===== src/rtl/remap_pkg.sv =====
package remap_pkg;
  localparam int REG_AW = 8;
  localparam logic [REG_AW-1:0] OFS_CTRL = 8'h80;
  localparam logic [REG_AW-1:0] OFS_STAT = 8'h84;
  localparam logic [REG_AW-1:0] OFS_BASE = 8'h88;
  localparam logic [REG_AW-1:0] OFS_MASK = 8'h8C;
  localparam int CTRL_H2L_BIT = 8;
  localparam int CTRL_FWC_BIT = 10;
  localparam int MODE_FWD_BIT = 17;
endpackage


===== src/rtl/remap_regs.sv =====
module remap_regs
  import remap_pkg::*;
#(
  parameter int DW = 32
) (
  input  logic              clk,
  input  logic              rst,
  input  logic              wr,
  input  logic              rd,
  input  logic [REG_AW-1:0] addr,
  input  logic [DW-1:0]     wdata,
  input  logic [DW-1:0]     stat_set,
  output logic [DW-1:0]     rdata,
  output logic [DW-1:0]     ctrl,
  output logic [DW-1:0]     stat,
  output logic [DW-1:0]     base,
  output logic [DW-1:0]     mask
);
  logic wr_ctrl, wr_stat, wr_base, wr_mask;

  assign wr_ctrl = wr && (addr == OFS_CTRL);
  assign wr_stat = wr && (addr == OFS_STAT);
  assign wr_base = wr && (addr == OFS_BASE);
  assign wr_mask = wr && (addr == OFS_MASK);

  always_ff @(posedge clk) begin
    if (rst) begin
      ctrl <= '0;
      base <= '0;
      mask <= '0;
    end else begin
      if (wr_ctrl) ctrl <= wdata;
      if (wr_base) base <= wdata;
      if (wr_mask) mask <= wdata;
    end
  end

  // One slice per status bit: the mode bit is plain storage, the rest are sticky flags
  for (genvar i = 0; i < DW; i++) begin : g_stat
    if (i == MODE_FWD_BIT) begin : g_mode
      always_ff @(posedge clk) begin
        if (rst)          stat[i] <= 1'b0;
        else if (wr_stat) stat[i] <= wdata[i];
      end
    end else begin : g_flag
      always_ff @(posedge clk) begin
        if (rst)                       stat[i] <= 1'b0;
        else if (stat_set[i])          stat[i] <= 1'b1;
        else if (wr_stat && wdata[i])  stat[i] <= 1'b0;
      end
    end
  end

  always_ff @(posedge clk) begin
    if (rst) begin
      rdata <= '0;
    end else if (rd) begin
      case (addr)
        OFS_CTRL: rdata <= ctrl;
        OFS_STAT: rdata <= stat;
        OFS_BASE: rdata <= base;
        OFS_MASK: rdata <= mask;
        default:  rdata <= '0;
      endcase
    end
  end
endmodule


===== src/rtl/remap_xlate.sv =====
module remap_xlate #(
  parameter int AW = 32,
  localparam int HW = AW / 2
) (
  input  logic          clk,
  input  logic          rst,
  input  logic          en,
  input  logic          req_valid,
  input  logic [AW-1:0] req_addr,
  input  logic [HW-1:0] local_base,
  input  logic [HW-1:0] host_base,
  input  logic [HW-1:0] repl_mask,
  input  logic [HW-1:0] keep_mask,
  output logic          loc_req,
  output logic [AW-1:0] loc_addr
);
  logic [HW-1:0] req_hi, new_hi;
  logic          hit;

  assign req_hi = req_addr[AW-1:HW];
  assign hit    = ((req_hi ^ host_base) & ~keep_mask) == '0;
  assign new_hi = (local_base & repl_mask) | (req_hi & keep_mask);

  always_ff @(posedge clk) begin
    if (rst) begin
      loc_req  <= 1'b0;
      loc_addr <= '0;
    end else begin
      loc_req <= req_valid && en && hit;
      if (req_valid && en && hit) loc_addr <= {new_hi, req_addr[HW-1:0]};
    end
  end
endmodule


===== src/rtl/fw_remap_window.sv =====
module fw_remap_window
  import remap_pkg::*;
#(
  parameter int DW = 32,
  localparam int HW = DW / 2
) (
  input  logic              clk,
  input  logic              rst,
  input  logic              reg_wr,
  input  logic              reg_rd,
  input  logic [REG_AW-1:0] reg_addr,
  input  logic [DW-1:0]     reg_wdata,
  output logic [DW-1:0]     reg_rdata,
  input  logic [DW-1:0]     stat_set,
  input  logic              req_valid,
  input  logic [DW-1:0]     req_addr,
  output logic              loc_req,
  output logic [DW-1:0]     loc_addr,
  output logic              fwd_mode
);
  logic [DW-1:0] ctrl_q, stat_q, base_q, mask_q;
  logic          win_en;

  remap_regs #(.DW(DW)) u_regs (
    .clk(clk), .rst(rst), .wr(reg_wr), .rd(reg_rd), .addr(reg_addr),
    .wdata(reg_wdata), .stat_set(stat_set), .rdata(reg_rdata),
    .ctrl(ctrl_q), .stat(stat_q), .base(base_q), .mask(mask_q)
  );

  assign win_en   = ctrl_q[CTRL_H2L_BIT] & ctrl_q[CTRL_FWC_BIT];
  assign fwd_mode = stat_q[MODE_FWD_BIT];

  remap_xlate #(.AW(DW)) u_xlate (
    .clk(clk), .rst(rst), .en(win_en), .req_valid(req_valid),
    .req_addr(req_addr),
    .local_base(base_q[DW-1:HW]), .host_base(base_q[HW-1:0]),
    .repl_mask(mask_q[DW-1:HW]), .keep_mask(mask_q[HW-1:0]),
    .loc_req(loc_req), .loc_addr(loc_addr)
  );
endmodule


===== config.mk =====
export PLATFORM = sky130hd
export DESIGN_NAME = fw_remap_window
export DESIGN_NICKNAME = d
export VERILOG_FILES = /design/src/rtl/remap_pkg.sv /design/src/rtl/remap_regs.sv /design/src/rtl/remap_xlate.sv /design/src/rtl/fw_remap_window.sv
export SDC_FILE = /design/constraint.sdc
export NUM_CORES = 1
export LEC_CHECK = 0
export BUFFER_PORTS_ARGS = -buffer_cell sky130_fd_sc_hd__buf_4
export CORE_MARGIN = 10
export CORE_UTILIZATION = 41
export CTS_BUF_LIST = sky130_fd_sc_hd__clkbuf_2 sky130_fd_sc_hd__clkbuf_4 sky130_fd_sc_hd__clkbuf_8
export DETAILED_ROUTE_END_ITERATION = 16
export PLACE_DENSITY = 0.71
export SLEW_MARGIN = 20
export SYNTH_ARGS = -nofsm -noshare
export SYNTH_HDL_FRONTEND = slang
export SYNTH_HIERARCHICAL = 1
export SYNTH_SLANG_ARGS = --single-unit

===== constraint.sdc =====
create_clock -name clk -period 2.25 [get_ports clk]
set_clock_uncertainty 0.2 [all_clocks]
set_input_delay 0.225 -clock clk [delete_from_list [all_inputs] [get_ports clk]]
set_output_delay 0.225 -clock clk [all_outputs]
set_load 0.05 [all_outputs]

==> impl_metrics.yaml <==
sta:
  max_slew_margin_pct: 62.2
  worst_pin_slew_ps: 567
  fin_crit_sh_pct: 101
  setup_tns_ps: -11.9
  timing.final.ws_setup_ps: -11.9
  maxSlewViolCount: 0
  max_clock_freq_ghz: 0.442
  finalCriticalPeriod_ps: 2260
  rsz0062_at_grt: "true"
  hold_viol: 0
  setup_violations: 1
min_path:
  hp-start: "req_addr[19]"
  hold_class: "in -> reg"
  min_to: "u_xlate/loc_addr[19]$_SDFFE_PP0P_"
  hold_depth: 4
die:
  die_h_um: 167
  start_util_pct: 41.9
  core_area_mm2: 0.0211
  io_pins: 175
  rows: 53
  die_w_um: 167
  die-area_mm2: 0.0278
worst_setup_path:
  critPathBufInv: 3
  end_kind: "flip-flop"
  max_stage_delay_ps: 570
  r2r_end: "u_xlate/loc_addr[29]$_SDFFE_PP0P_"
  crit_fanout: 33
  required_ps: 2400
  rr_worst_depth: 6
  cp_top_family: "simple AND/OR/NAND/NOR gates"
  cpMaxStageDelayCell: "or4_4"
  r2r_slack_ps: 80
  path_class: "in -> reg"
  r2r_start: "u_regs/base[0]$_SDFFE_PP0P_"
  crit_chain: "dlygate4sd3_1 -> buf_4 -> xnor2_1 -> o22ai_1 -> or4_4 -> buf_12 -> nor4_1 -> nor3_1"
  worstPathArrival_ps: 2410
  start_kind: "input port"
detailed_routing:
  drt_iter0_drc: 446
  post_drt_via_cell_ratio: 5.37
  drtPass1Iterations: 5
  routedWlPerCell_um: 20.2
  post-route-drc-count: 0
  vias: 7384
  finalWirelength_um: 27800
  ant_nets: 0
cells_and_area:
  final_util_pct: 56.8
  layout-drive-gt1-share_pct: 27.2
  nNetsFinal: 1199
  area_growth_pct: 35.6
  stdcell_area_mm2: 0.0120
  n_antenna_cell: 0
clock_network:
  cts_tree: "done"
  cts.sinks: 193
  clk_pin_slew_ps: 90
  clockBufferDepth: 2
  cts_buffers: 17
  cts.htree.levels: 4
  clock_latency_ps: 470
  clockRootBuffer: "clkbuf_8"
yosys:
  synth_area_per_cell_um2: 10.5
  synth_area_leader_cell: "dfxtp_1"
  yosysSeqAreaShare_pct: 43.8
  yosysUniqueCellTypes: 41
  synth_edf_count: 0
  syn-num-nets: 952
  netlist_instances: 843
  yosysWarnings: 6
  synth_top_area_share_pct: 43.8
  async_flop_share_pct: 0
  ys_top_cells_by_count: "dfxtp_1 (193), nand2b_1 (129), mux2i_1 (97)"
  ys.flop_type: "dfxtp_1"
  yosysMostFrequentCell: "dfxtp_1"
  synth_seq_cells: 193
  netlist_top_cells_area: "dfxtp_1 (44%), mux2i_1 (11%), nand2b_1 (9.1%), mux4_2 (8.2%), a311oi_1 (3.1%)"
  synth_area_mm2: 0.00883
power_and_ir_drop:
  power_density_mw_per_mm2: 539
  peakVddDrop_mv: 0.354
  p_total_mw: 6.46
  p_leak_nw: 5.26
placement:
  pre_cts_slack_ps: 54.8
  dpl-instance-area_mm2: 0.0106
  io_buffer_count: 173
  gp_congestion: 0.814
  place_hpwl_um: 19400
status:
  violations: "negative setup slack"
  outcome: "finished with violations"
grt:
  track_usage_pct: 19.3
  grt_max_degree: 45
  grt_overflow: 0
  grt_antenna_before_repair: 0
  grt_pass1_vias: 7561
  grt_pass1_wl_um: 43300
run:
  maxCapViolations: 0
area by class of cell:
type | instances | area [um^2]
Clock buffer | 21 | 277
Clock inverter | 9 | 109
Fill cell | 1841 | 9110
Inverter | 31 | 116
Multi-Input combinational cell | 545 | 4600
Sequential cell | 193 | 3860
Tap cell | 275 | 344
Timing Repair Buffer | 302 | 2670
flip-flops by register name, indices dropped and copies added, names as in the netlist:
name	count
u_regs/base	32
u_regs/ctrl	32
u_regs/mask	32
u_regs/rdata	32
u_regs/stat	32
u_xlate/loc_addr	32
u_xlate/loc_req	1
worst max path at each step:
stage,slack (ps),from,depth (start not counted),end
after CTS,5,req_addr[17],8,u_xlate/loc_addr[30]$_SDFFE_PP0P_
after floorplan,250,u_regs/base[2]$_SDFFE_PP0P_,7,u_xlate/loc_addr[3]$_SDFFE_PP0P_
final,-10,req_addr[17],8,u_xlate/loc_addr[29]$_SDFFE_PP0P_
after global routing,-20,req_addr[17],8,u_xlate/loc_addr[25]$_SDFFE_PP0P_
after global placement,100,req_addr[28],7,u_xlate/loc_addr[28]$_SDFFE_PP0P_
after detailed placement,50,req_addr[28],7,u_xlate/loc_addr[30]$_SDFFE_PP0P_
layer usage:
layer,GRT usage (%),part of all wire [%],vias to the layer above
li1,-,-,3547
met1,24.1,44,3611
met2,32.4,49,198
met3,5.01,5.5,28
met4,5.08,1.5,0
met5,0,0,-
kinds of logic after synthesis:
family,count (synthesis),synth area share [%]
AOI/OAI and AO/OA,133,11.5
and+or+nand+nor,267,18.8
xor gates and xnor gates,16,1.59
buffers and inverters,105,5.19
DFF,193,43.8
muxes,129,19.2
metrics by stage:
step / hold WS, ps / cells
3_5_place_dp: 233 / 1256
4_1_cts: 0.400 / 1375
6_report: 30.1 / 1376
5_1_grt: 30.5 / 1376
2_1_floorplan: 134 / 843
3_3_place_gp: 228 / 1256
cell usage in the layout, fill, tap and decap left out, types with 3 or more instances in the layout:
cell and count:
buf_12 14, nor3_1 16, nand4_1 17, buf_4 199, a22o_1 15, nor4_1 10
nand2b_1 129, clkbuf_8 19, a21oi_1 16, nor4_2 6, xnor2_1 16, a311oi_1 31
dfxtp_1 193, dlygate4sd3_1 89, o22ai_1 5, nor4_4 4, nor3b_1 32, clkinv_2 3
mux4_2 32, mux2i_1 97, inv_1 31, o31ai_2 5, a31oi_1 16, o31ai_1 11
a21o_1 32, nor2_1 37
power by group:
part	switching, mW	internal [mW]	leakage [nW]	total, mW
Combinational	0.300	0.400	3.50	0.699
Clock	1.21	1.06	0.199	2.28
Sequential	0.0284	3.46	1.56	3.48
Total	1.54	4.92	5.26	6.46
worst min-delay path, delay by kind of cell:
family                 cells  cell delay (ps)
and+or+nand+nor            2              160
buffers and inverters      1               90
AOI/OAI and AO/OA          1              160
repair_timing:
item / 4_1_cts / 5_1_grt
buffers inserted: 0 / 1
hold endpoints to repair: 158 / 0
resized for setup: 0 / 11
setup endpoints to repair: 0 / 31
hold buffers: 89 / 0
Power figures use the tool's default switching activity.
